<file path="src/rtl/spg_pkg.sv">
// Shared constants, sequencer states and the check-cell encoder for the
// sector read pulse generator. Assumes 16-bit data words and 20-cell words.
package spg_pkg;

    localparam int DATA_BITS      = 16;
    localparam int CELLS_PER_WORD = 20;
    localparam logic [DATA_BITS-1:0] SYNC_VALUE = 16'h8000;

    typedef enum logic [2:0] {
        ST_OFF,    // generation disabled
        ST_GAP,    // zero cells, waiting for a sector mark
        ST_PRE,    // zero preamble after the sector mark
        ST_SYNC,   // synchronisation word
        ST_WORD    // data word
    } seq_state_t;

    // Build the 20 cells of a word, cell 0 in bit 0: data low bit first,
    // then leading-ones check cells that round the one count up to 4n.
    function automatic logic [CELLS_PER_WORD-1:0] word_cells(input logic [DATA_BITS-1:0] d);
        logic [4:0] ones;
        logic [1:0] k;
        logic [3:0] chk;
        ones = '0;
        for (int i = 0; i < DATA_BITS; i++) begin
            ones = ones + {4'd0, d[i]};
        end
        k   = 2'(~ones[1:0] + 2'd1);
        chk = {1'b0, (k == 2'd3), (k >= 2'd2), (k >= 2'd1)};
        return {chk, d};
    endfunction

endpackage

</file>
<file path="src/rtl/spg_cell_timer.sv">
// Cell timer: counts the cycles of one bit cell and shapes the active-low
// pulse line from the current cell value. Assumes PULSE_CYC <= HALF_CYC and
// HALF_CYC + PULSE_CYC <= CELL_CYC. Held at cycle 0 while run is low.
module spg_cell_timer #(
    parameter int CELL_CYC  = 70,
    parameter int HALF_CYC  = 35,
    parameter int PULSE_CYC = 10
) (
    input  logic clk,
    input  logic rst_n,
    input  logic run,
    input  logic restart,
    input  logic cell_bit,
    output logic cell_last,
    output logic line_n
);

    localparam int CYC_W = $clog2(CELL_CYC);
    localparam logic [CYC_W-1:0] LAST_C  = CYC_W'(CELL_CYC - 1);
    localparam logic [CYC_W-1:0] PULSE_C = CYC_W'(PULSE_CYC);
    localparam logic [CYC_W-1:0] HALF_C  = CYC_W'(HALF_CYC);
    localparam logic [CYC_W-1:0] DEND_C  = CYC_W'(HALF_CYC + PULSE_CYC);

    logic [CYC_W-1:0] cyc;
    logic clk_pulse, data_pulse;

    // Cycle-in-cell counter, restarted by a sector mark edge.
    always_ff @(posedge clk) begin
        if (!rst_n || !run || restart || cyc == LAST_C) begin
            cyc <= '0;
        end else begin
            cyc <= cyc + 1'b1;
        end
    end

    // Pulse shaping: clock pulse at cell start, data pulse at mid-cell.
    always_comb begin
        clk_pulse  = (cyc < PULSE_C);
        data_pulse = cell_bit && (cyc >= HALF_C) && (cyc < DEND_C);
        line_n     = !(run && (clk_pulse || data_pulse));
        cell_last  = run && (cyc == LAST_C);
    end

endmodule

</file>
<file path="src/rtl/spg_word_ser.sv">
// Word serialiser: loads a 16-bit value as 20 encoded cells and presents
// one cell at a time on cell_bit, advancing on each shift strobe.
module spg_word_ser
    import spg_pkg::*;
(
    input  logic                 clk,
    input  logic                 rst_n,
    input  logic                 load,
    input  logic [DATA_BITS-1:0] load_val,
    input  logic                 shift,
    output logic                 cell_bit
);

    logic [CELLS_PER_WORD-1:0] cells;

    // Cell shift register, loaded by the word start pulse.
    always_ff @(posedge clk) begin
        if (!rst_n) begin
            cells <= '0;
        end else if (load) begin
            cells <= word_cells(load_val);
        end else if (shift) begin
            cells <= cells >> 1;
        end
    end

    assign cell_bit = cells[0];

endmodule

</file>
<file path="src/rtl/spg_sector_seq.sv">
// Sector sequencer: walks preamble, sync word, data words and gap at cell
// boundaries, issues the word start pulse, prefetches memory words one word
// ahead and substitutes zero when a fetch is late. Assumes the memory
// returns at most one mem_valid per request.
module spg_sector_seq
    import spg_pkg::*;
#(
    parameter int PRE_CELLS = 179,
    parameter int NWORDS    = 321,
    parameter int IDX_W     = $clog2(NWORDS),
    parameter int WC_W      = $clog2(NWORDS + 1)
) (
    input  logic                 clk,
    input  logic                 rst_n,
    input  logic                 active,
    input  logic                 sector_mark,
    input  logic                 cell_last,
    input  logic [DATA_BITS-1:0] mem_data,
    input  logic                 mem_valid,
    output logic                 restart,
    output logic                 in_word,
    output logic                 word_start,
    output logic [DATA_BITS-1:0] word_val,
    output logic                 word_shift,
    output logic                 mem_req,
    output logic [IDX_W-1:0]     mem_idx,
    output logic [WC_W-1:0]      word_cnt,
    output logic                 underrun
);

    localparam int CNT_MAX = (PRE_CELLS > CELLS_PER_WORD) ? PRE_CELLS : CELLS_PER_WORD;
    localparam int CELL_W  = $clog2(CNT_MAX);
    localparam logic [CELL_W-1:0] PRE_LAST  = CELL_W'(PRE_CELLS - 1);
    localparam logic [CELL_W-1:0] WORD_LAST = CELL_W'(CELLS_PER_WORD - 1);
    localparam logic [CELL_W-1:0] REQ_CELL  = CELL_W'(DATA_BITS - 1);
    localparam logic [WC_W-1:0]   NW_C      = WC_W'(NWORDS);

    seq_state_t           state;
    logic [CELL_W-1:0]    cell_idx;
    logic                 sm_q;
    logic [DATA_BITS-1:0] buf_q;
    logic                 buf_full;
    logic                 pending;
    logic                 start_sync, word_done, start_data, req_now, more_words;

    // Boundary decode for the current cell.
    always_comb begin
        restart    = active && sm_q && !sector_mark;
        in_word    = (state == ST_SYNC) || (state == ST_WORD);
        more_words = (word_cnt < NW_C);
        start_sync = cell_last && !restart && (state == ST_PRE) && (cell_idx == PRE_LAST);
        word_done  = cell_last && !restart && in_word && (cell_idx == WORD_LAST);
        start_data = word_done && ((state == ST_SYNC) || more_words);
        req_now    = cell_last && !restart && in_word && (cell_idx == REQ_CELL) && more_words;
        word_start = start_sync || start_data;
        word_shift = cell_last && !restart && in_word && (cell_idx != WORD_LAST);
        word_val   = start_sync ? SYNC_VALUE : (buf_full ? buf_q : '0);
    end

    // Sector mark history for falling-edge detection.
    always_ff @(posedge clk) begin
        if (!rst_n) begin
            sm_q <= 1'b0;
        end else begin
            sm_q <= sector_mark;
        end
    end

    // Sector state and cell index, advanced at cell boundaries.
    always_ff @(posedge clk) begin
        if (!rst_n || !active) begin
            state    <= ST_OFF;
            cell_idx <= '0;
        end else if (restart) begin
            state    <= ST_PRE;
            cell_idx <= '0;
        end else if (state == ST_OFF) begin
            state    <= ST_GAP;
        end else if (cell_last) begin
            unique case (state)
                ST_PRE: begin
                    if (cell_idx == PRE_LAST) begin
                        state    <= ST_SYNC;
                        cell_idx <= '0;
                    end else begin
                        cell_idx <= cell_idx + 1'b1;
                    end
                end
                ST_SYNC, ST_WORD: begin
                    if (cell_idx == WORD_LAST) begin
                        state    <= start_data ? ST_WORD : ST_GAP;
                        cell_idx <= '0;
                    end else begin
                        cell_idx <= cell_idx + 1'b1;
                    end
                end
                default: cell_idx <= '0;
            endcase
        end
    end

    // Data word counter for the current sector.
    always_ff @(posedge clk) begin
        if (!rst_n || !active || restart) begin
            word_cnt <= '0;
        end else if (start_data) begin
            word_cnt <= word_cnt + 1'b1;
        end
    end

    // Prefetch request, one cycle wide, index of the next data word.
    always_ff @(posedge clk) begin
        if (!rst_n || !active) begin
            mem_req <= 1'b0;
            mem_idx <= '0;
        end else begin
            mem_req <= req_now;
            if (req_now) begin
                mem_idx <= word_cnt[IDX_W-1:0];
            end
        end
    end

    // Prefetch buffer; a response is taken only while its request is open.
    always_ff @(posedge clk) begin
        if (!rst_n || !active || restart) begin
            buf_full <= 1'b0;
            pending  <= 1'b0;
            buf_q    <= '0;
        end else begin
            if (mem_req) begin
                pending <= 1'b1;
            end
            if (mem_valid && pending) begin
                buf_q    <= mem_data;
                buf_full <= 1'b1;
                pending  <= 1'b0;
            end
            if (start_data) begin
                buf_full <= 1'b0;
                pending  <= 1'b0;
            end
        end
    end

    // Sticky underrun flag, set when a data word starts without data.
    always_ff @(posedge clk) begin
        if (!rst_n) begin
            underrun <= 1'b0;
        end else if (start_data && !buf_full) begin
            underrun <= 1'b1;
        end
    end

endmodule

</file>
<file path="src/rtl/sector_pulse_gen.sv">
// Top of the sector read pulse generator. Arms on the first index mark after
// reset, gates everything with enable, and ties the cell timer, the word
// serialiser and the sector sequencer together.
module sector_pulse_gen
    import spg_pkg::*;
#(
    parameter int CELL_CYC  = 70,
    parameter int HALF_CYC  = 35,
    parameter int PULSE_CYC = 10,
    parameter int PRE_CELLS = 179,
    parameter int NWORDS    = 321,
    localparam int IDX_W    = $clog2(NWORDS),
    localparam int WC_W     = $clog2(NWORDS + 1)
) (
    input  logic                 clk,
    input  logic                 rst_n,
    input  logic                 enable,
    input  logic                 index_mark,
    input  logic                 sector_mark,
    input  logic [DATA_BITS-1:0] mem_data,
    input  logic                 mem_valid,
    output logic                 read_n,
    output logic                 mem_req,
    output logic [IDX_W-1:0]     mem_idx,
    output logic [WC_W-1:0]      word_cnt,
    output logic                 underrun
);

    logic                 index_seen;
    logic                 active;
    logic                 restart, cell_last, in_word, ser_bit;
    logic                 word_start, word_shift;
    logic [DATA_BITS-1:0] word_val;

    // Arming flag: set by the first index mark sample after reset.
    always_ff @(posedge clk) begin
        if (!rst_n) begin
            index_seen <= 1'b0;
        end else if (index_mark) begin
            index_seen <= 1'b1;
        end
    end

    assign active = index_seen && enable;

    spg_cell_timer #(
        .CELL_CYC (CELL_CYC),
        .HALF_CYC (HALF_CYC),
        .PULSE_CYC(PULSE_CYC)
    ) timer_i (
        .clk      (clk),
        .rst_n    (rst_n),
        .run      (active),
        .restart  (restart),
        .cell_bit (in_word && ser_bit),
        .cell_last(cell_last),
        .line_n   (read_n)
    );

    spg_word_ser ser_i (
        .clk     (clk),
        .rst_n   (rst_n),
        .load    (word_start),
        .load_val(word_val),
        .shift   (word_shift),
        .cell_bit(ser_bit)
    );

    spg_sector_seq #(
        .PRE_CELLS(PRE_CELLS),
        .NWORDS   (NWORDS),
        .IDX_W    (IDX_W),
        .WC_W     (WC_W)
    ) seq_i (
        .clk        (clk),
        .rst_n      (rst_n),
        .active     (active),
        .sector_mark(sector_mark),
        .cell_last  (cell_last),
        .mem_data   (mem_data),
        .mem_valid  (mem_valid),
        .restart    (restart),
        .in_word    (in_word),
        .word_start (word_start),
        .word_val   (word_val),
        .word_shift (word_shift),
        .mem_req    (mem_req),
        .mem_idx    (mem_idx),
        .word_cnt   (word_cnt),
        .underrun   (underrun)
    );

endmodule

</file>
<file path="config.mk">
export PLATFORM = sky130hd
export DESIGN_NAME = sector_pulse_gen
export DESIGN_NICKNAME = d
export VERILOG_FILES = /design/src/rtl/spg_pkg.sv /design/src/rtl/spg_cell_timer.sv /design/src/rtl/spg_word_ser.sv /design/src/rtl/spg_sector_seq.sv /design/src/rtl/sector_pulse_gen.sv
export SDC_FILE = /design/constraint.sdc
export NUM_CORES = 1
export LEC_CHECK = 0
export CAP_MARGIN = 20
export CORE_MARGIN = 2
export CORE_UTILIZATION = 60
export DETAILED_ROUTE_END_ITERATION = 8
export DONT_BUFFER_PORTS = 1
export GPL_ROUTABILITY_DRIVEN = 0
export PLACE_DENSITY_LB_ADDON = 0.2
export SLEW_MARGIN = 0
export SYNTH_ARGS = -nofsm -noshare
export SYNTH_HDL_FRONTEND = slang
export SYNTH_HIERARCHICAL = 1
export SYNTH_SLANG_ARGS = --single-unit
</file>
<file path="constraint.sdc">
create_clock -name clk -period 11.65 [get_ports clk]
set_input_delay 2.33 -clock clk [delete_from_list [all_inputs] [get_ports clk]]
set_output_delay 2.33 -clock clk [all_outputs]
set_load 0.05 [all_outputs]
</file>
==> Yosys cells after proc, flatten, opt, wreduce, memory -nomap -nowiden <==
Index checks and enable logic that the tools add are counted.
{ "totals": {"out_inout_bits": 21, "elab_cells": 119, "inputBits": 22, "ff_bits": 77} }
{ "classes": {"reduce_logical": 48, "bitwise_logic": 2, "order_cmp": 6, "eq_ne": 15, "add_sub_neg": 19, "muxes": 14} }
{ "op_table": {"columns": ["cell", "n"], "rows": [
  ["19-bit two-way mux", 2],
  ["16-bit two-way mux", 2],
  ["2-bit by 1-bit adder with 2-bit output", 14],
  ["1-bit logical AND", 19],
  ["8-bit two-way mux", 2],
  ["8-bit case mux with 2 select lines", 1],
  ["4-bit AND reduction", 3],
  ["9-bit by 1-bit adder with 9-bit output (second input constant)", 1],
  ["9-bit less-than comparator (second input constant)", 1],
  ["3-bit two-way mux", 3],
  ["8-bit by 1-bit adder with 8-bit output (second input constant)", 1],
  ["8-bit by 4-bit equality test with 1-bit output (second input constant)", 1],
  ["8-bit by 5-bit equality test with 1-bit output (second input constant)", 1],
  ["8-bit equality test (second input constant)", 1],
  ["8-bit by 5-bit inequality test with 1-bit output (second input constant)", 1],
  ["7-bit by 1-bit adder with 7-bit output (second input constant)", 1],
  ["7-bit equality test (second input constant)", 1],
  ["7-bit by 6-bit >= comparator with 1-bit output (second input constant)", 1],
  ["1-bit logical OR", 7],
  ["7-bit by 4-bit less-than comparator with 1-bit output (second input constant)", 1],
  ["7-bit by 6-bit less-than comparator with 1-bit output (second input constant)", 1],
  ["3-bit by 2-bit equality test with 1-bit output (second input constant)", 2],
  ["1-bit zero test", 6],
  ["2-bit two-way mux", 3],
  ["other kinds (22)", 28]
]} }

==> Longest topological paths before layout <==
Gate-level depths: netlist of run 1.
{ "depth": {"word_depth": 27, "mapped_depth": 22, "mapped_depth_nobuf": 21} }

==> Hierarchy <==
Netlist of run 1, hierarchy kept.
{ "modules_own_cells": {"columns": ["mod", "seq_area_each_um2", "instances", "area_per_inst_um2", "cells_each"], "rows": [
  ["spg_sector_seq", 1001.0, 1, 2403.6, 295],
  ["spg_word_ser", 380.4, 1, 1096.1, 112],
  ["spg_cell_timer", 140.1, 1, 377.9, 45],
  ["sector_pulse_gen", 20.0, 1, 41.3, 4]
]} }

==> Least setup slack after synthesis of run 1 <==
OpenSTA, ideal clock, no wires.
{ "synth_timing": {"path_kind": "input to register", "startpoint": "in enable", "endpoint": "reg ser_i.cells[17]", "path_buffers": 1, "cell_stages": 20, "arrival_ns": 6.822, "slack_ns": 4.707, "required_time_ns": 11.529, "setup_ns": 0.121, "path_cell_list": "and2_2 -> inv_1 -> nor3_1 -> and4_1 -> nor2b_1 -> clkbuf_1 -> and2_1 -> fa_1 -> inv_1 -> fa_1 -> fa_1 -> fa_1 -> inv_1 -> ha_1 -> xnor2_1 -> xnor2_1 -> xnor2_1 -> ha_1 -> o21ai_0 -> a21oi_1"} }
{ "synth_via": {"elab_cells_between_ends": 34, "classes_between": "add/sub (16); order compare (1); mux (2); bitwise (1); reduce/logical (14)"} }
{ "synth_rtl": {"columns": ["item", "line", "source"], "rows": [
  ["start, declared", "sector_pulse_gen.sv:17", "input logic enable,"],
  ["1-bit logical AND", "sector_pulse_gen.sv:44", "assign active = index_seen && enable;"],
  ["1-bit logical AND", "spg_cell_timer.sv:41", "cell_last = run && (cyc == LAST_C);"],
  ["named net cell_last", "sector_pulse_gen.sv:31", "logic restart, cell_last, in_word, ser_bit;"],
  ["1-bit logical AND (3 in a row)", "spg_sector_seq.sv:51", "start_sync = cell_last && !restart && (state == ST_PRE) && (cell_idx == PRE_LAST);"],
  ["16-bit two-way mux", "spg_sector_seq.sv:57", "word_val = start_sync ? SYNC_VALUE : (buf_full ? buf_q : '0);"],
  ["named net word_val[5]", "sector_pulse_gen.sv:33", "logic [DATA_BITS-1:0] word_val;"],
  ["2-bit by 1-bit adder with 2-bit output (11 in a row)", "spg_pkg.sv:25", "ones = ones + {4'd0, d[i]};"],
  ["2-bit inverter", "spg_pkg.sv:27", "k = 2'(~ones[1:0] + 2'd1);"],
  ["2-bit by 1-bit adder with 2-bit output", "spg_pkg.sv:27", null],
  ["2-bit >= comparator", "spg_pkg.sv:28", "chk = {1'b0, (k == 2'd3), (k >= 2'd2), (k >= 2'd1)};"],
  ["19-bit two-way mux", "spg_word_ser.sv:20", "end else if (load) begin"],
  ["end signal, assigned", "spg_word_ser.sv:21", "cells <= word_cells(load_val);"],
  ["end signal, assigned", "spg_word_ser.sv:23", "cells <= cells >> 1;"],
  ["end, declared", "spg_word_ser.sv:14", "logic [CELLS_PER_WORD-1:0] cells;"]
]} }
The timed path passes the listed nets, and every way through them passes these cells.
A chain may end at the register's enable or synchronous reset.

==> Worst setup path in the final report of run 1 <==
{ "layout_timing": {"startpoint": "in enable", "endpoint": "reg ser_i.cells[17]"} }
{ "layout_via": {"elab_cells_between_ends": 34, "classes_between": "add/sub (16); order compare (1); mux (2); bitwise (1); reduce/logical (14)"} }
{ "layout_rtl": {"columns": ["item", "line"], "rows": [
  ["1-bit logical AND", "sector_pulse_gen.sv:44"],
  ["1-bit logical AND", "spg_cell_timer.sv:41"],
  ["named net cell_last", "sector_pulse_gen.sv:31"],
  ["1-bit logical AND (3 in a row)", "spg_sector_seq.sv:51"],
  ["16-bit two-way mux", "spg_sector_seq.sv:57"],
  ["named net word_val[11]", "sector_pulse_gen.sv:33"],
  ["2-bit by 1-bit adder with 2-bit output (5 in a row)", "spg_pkg.sv:25"],
  ["2-bit inverter", "spg_pkg.sv:27"],
  ["2-bit by 1-bit adder with 2-bit output", "spg_pkg.sv:27"],
  ["2-bit >= comparator", "spg_pkg.sv:28"],
  ["19-bit two-way mux", "spg_word_ser.sv:20"]
]} }
The timed path passes the listed nets, and every way through them passes these cells.

==> impl_metrics.py, run 1 <==
metrics = {
    "drt": {
        "firstDrtPassIters": 4,
        "vias_per_cell": 5.953,
        "avgRoutedWirePerCell_um": 15.36,
        "vias": 3149,
        "wl_mm": 8.126,
        "ant_nets": 0,
        "route.detailed.drc": 0,
        "drt_iter0_markers": 162,
    },
    "finish": {
        "fillCellCount": 547,
        "nNetsFinal": 484,
        "final_cell_mix": "dfxtp_1, nand2_1, a21oi_1",
        "final_common_cell": "dfxtp_1",
        "drive_above_1_share_pct": 6.858,
        "diodes": 0,
        "synthToLayoutAreaGrowth_pct": 5.396,
    },
    "timing": {
        "finalSetupViolCount": 0,
        "slew_viol_final": 0,
        "hold_viol_final": 0,
        "timing.fmax_mhz": 143.0,
        "period_needed_ns": 6.994,
        "worst_pin_slew_ns": 1.067,
        "clock-skew-final_ns": 0.009656,
        "fin_setup_tns_ns": 0,
        "post-route-period-util_pct": 60.03,
        "max-slew-margin-rel_pct": 28.55,
        "rsz0062_at_grt": "no",
    },
    "run_status": {
        "status": "complete, no violations",
    },
    "synthesis": {
        "synth_top_area_cell": "dfxtp_1",
        "syn_inst": 456,
        "syn_avg_cell_area_um2": 8.594,
        "synth.area.top_cells": "dfxtp_1, mux2i_1, a21oi_1",
        "synth_cell_types": 57,
        "synth_edf_count": 0,
        "async_flop_share_pct": 0,
        "ys_seq_area_share_pct": 39.34,
        "synth_flop_cell": "dfxtp_1",
        "syn-num-nets": 493,
        "synth_top_area_share_pct": 39.34,
        "synthesis.area_um2": 3919,
        "synth_seq_cells": 77,
        "ys_warn_count": 6,
    },
    "setup_path": {
        "r2r_start": "timer_i/cyc[2]$_SDFF_PP0_",
        "ff2ff_setup_slack_ns": 6.13,
        "cpPeakStageDelay_ns": 0.61,
        "start_kind": "primary input",
        "cp_common_cell": "fa_1",
        "slowest_stage": "nor3_1",
        "crit_type": "in -> reg",
        "crit_path_end_kind": "flop",
        "critPathArrivalTime_ns": 7.22,
        "r2r_cells": 18,
        "r2r_end": "ser_i/cells[17]$_SDFFE_PN0P_",
        "crit_chain": "and2_2 -> inv_1 -> nor3_1 -> and4_1 -> nor2b_1 -> and2_1 -> fa_1 -> fa_1 -> inv_1 -> fa_1 -> fa_1 -> inv_1 -> ha_1 -> xnor2_1 -> xnor2_1 -> xnor2_1 -> ha_1 -> o21ai_0 -> a21oi_1",
        "cp_max_fo": 15,
        "crit_required_ns": 11.88,
    },
    "floorplanning": {
        "die_h_um": 84.82,
        "start_util_pct": 61.71,
        "dieWidth_um": 84.82,
        "dieArea_um2": 7194,
        "core_um2": 6350,
        "ioPinCount": 43,
        "rows": 29,
    },
    "global_route": {
        "grt_pass1_vias": 3110,
        "grt_first_pass_wirelength_mm": 13.83,
        "use_met2_pct": 40.94,
        "grt.total_usage_pct": 23.79,
        "use_met3_pct": 6.226,
        "grt_max_degree": 36,
        "grt_use_met1_pct": 27.96,
        "grt_antenna_before_repair": 0,
        "top_usage_layer": "met2",
        "overflow": 0,
    },
    "pwr": {
        "leakage_nw": 1.307,
        "pwr_density_cell_nw_per_um2": 118.4,
        "vdd_drop_max_uv": 88.71,
        "power_w": 0.0004888,
    },
    "clocking": {
        "cts_root_buf": "clkbuf_8",
        "clock_sinks": 77,
        "ctsLongestPathBuffers": 2,
        "clock_latency_ns": 0.36,
        "post_cts_buffers": 0,
        "cts_tree": "built",
        "cts.hold.buffers_added": 0,
        "cts_max_level": 3,
        "cts_buffers": 9,
        "clkTransAtPathRegs_ns": 0.09,
        "cts_resized": 0,
    },
    "min_path": {
        "worstHoldStart": "seq_i/buf_q[5]$_SDFFE_PP0P_",
        "whs_path_depth": 2,
        "holdPathEnd": "seq_i/buf_q[5]$_SDFFE_PP0P_",
        "min_path_type": "reg -> reg",
    },
    "placement": {
        "hpwl_mm": 5.712,
        "port_buffers": 0,
    },
    "run": {
        "cap_violations": 0,
    },
}
-- metal layers --
| layer | wire (um) | vias to the layer above | part of all wire [%] |
|---|---|---|---|
| met5 | 0 | - | 0 |
| met3 | 284 | 16 | 3.5 |
| met4 | 167 | 0 | 2.1 |
| met2 | 4094 | 49 | 50 |
| li1 | - | 1581 | - |
| met1 | 3579 | 1503 | 44 |
-- stage by stage --
stage	hold slack, ns	cell area (um^2)	cells	utilization (%)	setup WS [ns]
final	0.4556	4130	529	65.04	4.656
after global routing	0.4782	4130	529	65.04	4.240
after CTS	0.4567	4115	528	64.81	4.656
after detailed placement	0.4443	3904	512	61.48	4.270
after global placement	0.4375	3904	512	61.48	4.485
after floorplan	0.4317	3919	456	-	4.707
-- sequential cells by signal, indices dropped and copies added (netlist names) --
name	count
seq_i/mem_idx	9
seq_i/buf_q	16
seq_i/underrun	1
seq_i/sm_q	1
timer_i/cyc	7
seq_i/word_cnt	9
seq_i/pending	1
seq_i/cell_idx	8
ser_i/cells	19
seq_i/mem_req	1
index_seen	1
seq_i/state	3
seq_i/buf_full	1
-- kinds of logic after synthesis --
kind of cell / synth area share [%]
and+or+nand+nor: 24.52
AOI/OAI and AO/OA: 14.53
DFF: 39.34
buffers and inverters: 5.172
muxes: 7.407
adders and majority gates: 6.130
xor gates and xnor gates: 2.906
-- where the power goes --
group	switching, W	internal [W]
registers	0.000000868	0.000264
clock network	0.000112	0.000105
logic	0.00000540	0.00000240
-- how the worst max path moves through the flow --
stage,depth (start not counted),slack (ns),from,endpoint
after floorplan,20,4.71,enable,ser_i/cells[17]$_SDFFE_PN0P_
after global placement,19,4.49,enable,ser_i/cells[17]$_SDFFE_PN0P_
after detailed placement,19,4.27,enable,ser_i/cells[17]$_SDFFE_PN0P_
after CTS,19,4.66,enable,ser_i/cells[17]$_SDFFE_PN0P_
after global routing,19,4.24,enable,ser_i/cells[17]$_SDFFE_PN0P_
final,19,4.66,enable,ser_i/cells[17]$_SDFFE_PN0P_
-- synthesized netlist by cell type (all sizes together), types with 3 or more instances --
cell / number
a21oi: 49
and2: 20
and3: 8
buf: 10
clkbuf: 13
dfxtp: 77
fa: 7
ha: 8
inv: 18
mux2i: 29
nand2: 52
nand2b: 6
nand3: 18
nor2: 28
nor2b: 6
nor3: 10
nor3b: 5
nor4: 5
nor4b: 3
o21ai: 33
o22ai: 3
or3: 7
xnor2: 11
-- worst max-delay path: cells and delay by family --
family | cells | cell delay, ns
compound gates | 2 | 0.23
xor+xnor | 3 | 0.55
fa+ha+maj | 6 | 2.42
buf+inv | 3 | 0.16
simple gates | 5 | 1.55
-- area by class of cell --
class | instances | area (um^2) | share of cell area [%]
Clock buffer | 9 | 123.9 | 2.999
Clock inverter | 7 | 87.58 | 2.121
Inverter | 18 | 67.56 | 1.636
Multi-Input combinational cell | 338 | 2183 | 52.86
Sequential cell | 77 | 1541 | 37.32
Tap cell | 77 | 96.34 | 2.333
Timing Repair Buffer | 3 | 30.03 | 0.7271
No activity file was read; power rests on OpenSTA's default activity.
==> inputs of run 2 (changes only) <==
--- a/config.mk
+++ b/config.mk
@@ -7,7 +7,7 @@
 export LEC_CHECK = 0
 export CAP_MARGIN = 20
 export CORE_MARGIN = 2
-export CORE_UTILIZATION = 60
+export CORE_UTILIZATION = 57
 export DETAILED_ROUTE_END_ITERATION = 8
 export DONT_BUFFER_PORTS = 1
 export GPL_ROUTABILITY_DRIVEN = 0
==> constraint.sdc (replaced) <==
create_clock -name clk -period 5.8 [get_ports clk]
set_input_delay 1.16 -clock clk [delete_from_list [all_inputs] [get_ports clk]]
set_output_delay 1.16 -clock clk [all_outputs]
set_load 0.05 [all_outputs]
==> run 2 against run 1 <==
  * Global-route usage is 1.8 points lower
  * Count of clock-buffer cells in the layout stayed put
  * Via count is 1.2% lower
  * Clock power is 75% higher
  * Power is 89% higher
  * Non-clock buffer count is 2 higher
  * Die area is 5.0% higher
  * Final cell count is 0.95% higher
  * Combinational power is 95% higher
  * Worst setup slack worse by 4.2 ns
  * Critical endpoint unchanged
==> impl_metrics.py, run 2 (synthesized netlist as in run 1, its figures left out) <==
metrics = {
    "drt": {
        "drt_iter0_markers": 106,
        "route.detailed.drc": 0,
        "firstDrtPassIters": 4,
        "ant_nets": 0,
        "vias": 3110,
        "wl_mm": 7.802,
        "avgRoutedWirePerCell_um": 14.61,
        "vias_per_cell": 5.824,
    },
    "clocking": {
        "cts_max_level": 3,
        "post_cts_buffers": 0,
        "cts_buffers": 9,
        "clock_latency_ns": 0.36,
        "clkTransAtPathRegs_ns": 0.09,
        "cts.hold.buffers_added": 0,
        "clock_sinks": 77,
        "cts_tree": "built",
        "cts_root_buf": "clkbuf_8",
        "ctsLongestPathBuffers": 2,
        "cts_resized": 0,
    },
    "floorplanning": {
        "die_h_um": 86.92,
        "rows": 30,
        "dieWidth_um": 86.92,
        "start_util_pct": 58.32,
        "dieArea_um2": 7554,
        "core_um2": 6719,
        "ioPinCount": 43,
    },
    "timing": {
        "post-route-period-util_pct": 92.05,
        "slew_viol_final": 0,
        "max-slew-margin-rel_pct": 29.57,
        "worst_pin_slew_ns": 1.052,
        "timing.fmax_mhz": 187.3,
        "fin_setup_tns_ns": 0,
        "rsz0062_at_grt": "no",
        "finalSetupViolCount": 0,
        "period_needed_ns": 5.339,
        "setup_slack_ns": 0.4609,
        "hold_viol_final": 0,
        "clock-skew-final_ns": 0.01126,
    },
    "pwr": {
        "pwr_density_cell_nw_per_um2": 224.5,
        "vdd_drop_max_uv": 124.4,
        "leakage_nw": 1.294,
        "intPower_w": 0.0006955,
        "swShare_pct": 24.82,
        "combPwrFrac_pct": 1.6,
        "p_seq_share_pct": 57.4,
        "switchingPower_w": 0.0002296,
        "clock_power_share_pct": 40.9,
    },
    "finish": {
        "final_common_cell": "dfxtp_1",
        "largest_reg_flops": 19,
        "synthToLayoutAreaGrowth_pct": 5.140,
        "nNetsFinal": 486,
        "diodes": 0,
        "reg_top3": "ser_i/cells x19, seq_i/buf_q x16",
        "drive_above_1_share_pct": 7.269,
        "final_cell_mix": "dfxtp_1, nand2_1, a21oi_1",
        "max_flop_register": "ser_i/cells",
    },
    "global_route": {
        "grt_first_pass_wirelength_mm": 13.23,
        "grt_pass1_vias": 2904,
        "grt_antenna_before_repair": 0,
        "overflow": 0,
        "grt.total_usage_pct": 21.99,
        "grt_max_degree": 36,
    },
    "placement": {
        "port_buffers": 0,
        "hpwl_mm": 5.672,
        "pre_cts_ws_ns": 0.06608,
    },
    "setup_path": {
        "start_kind": "primary input",
        "crit_path_end_kind": "flop",
        "crit_type": "in -> reg",
        "cp_max_fo": 15,
        "critPathArrivalTime_ns": 5.57,
        "r2r_cells": 20,
        "crit_required_ns": 6.03,
    },
    "run_status": {
        "status": "complete, no violations",
    },
    "run": {
        "cap_violations": 0,
    },
    "min_path": {
        "min_path_type": "reg -> reg",
        "whs_path_depth": 2,
    },
}
run 2: area by class of cell:
cell class	count	area [um^2]
Sequential cell	77	1541
Clock inverter	7	58.81
Inverter	18	67.56
Multi-Input combinational cell	338	2183
Fill cell	603	2599
Timing Repair Buffer	5	45.04
Tap cell	80	100.1
Clock buffer	9	123.9
run 2: final timing paths:
| path | from | to | slack, ns |
|---|---|---|---|
| hold / removal | seq_i/buf_q[8]$_SDFFE_PP0P_ | seq_i/buf_q[8]$_SDFFE_PP0P_ | 0.45 |
| hold reg to reg | seq_i/buf_q[8]$_SDFFE_PP0P_ | seq_i/buf_q[8]$_SDFFE_PP0P_ | 0.45 |
| setup / recovery | enable | ser_i/cells[17]$_SDFFE_PN0P_ | 0.46 |
| setup reg to reg | seq_i/cell_idx[0]$_SDFFE_PP0P_ | ser_i/cells[17]$_SDFFE_PN0P_ | 0.57 |
run 2: through the flow:
stage                     hold WS, ns  cells  utilization, %  area (um^2)  power [W]
final                          0.4536    534           61.32         4120  0.0009251
after global routing           0.4735    534           61.32         4120  0.0009600
after CTS                      0.4571    534           61.32         4120  0.0009332
after detailed placement       0.4450    518           58.60         3938  0.0005589
after global placement         0.4397    517           58.38         3923  0.0005590
after floorplan                0.4317    456               -         3919  0.0005564
run 2: metal layers:
metal / vias to the layer above / track usage (%) / routed length (um)
met5: - / 0 / 0
met4: 0 / 5.966 / 90
met3: 10 / 5.592 / 408
met2: 60 / 36.64 / 3774
met1: 1463 / 28.38 / 3528
li1: 1577 / - / -
run 2: critical path: stages:
cell and delay, ns:
and2_2 0.20, inv_1 0.07, nor3_1 0.06, and4_1 0.18, nor2b_1 0.49, and2_1 0.23, inv_1 0.06, fa_1 0.55
fa_1 0.43, fa_1 0.45, fa_1 0.49, inv_1 0.04, ha_1 0.18, xnor2_1 0.19, xnor2_1 0.11, xnor2_1 0.21
ha_1 0.26, o21ai_0 0.15, a21oi_1 0.05
run 2: power by group through the flow:
stage / clock (W) / sequential [W] / combinational (W)
detailed placement: 0 / 0.000544 / 0.0000153
global placement: 0 / 0.000544 / 0.0000154
CTS: 0.000387 / 0.000531 / 0.0000153
global route: 0.000411 / 0.000532 / 0.0000173
finish: 0.000379 / 0.000531 / 0.0000152
floorplan: 0 / 0.000543 / 0.0000137
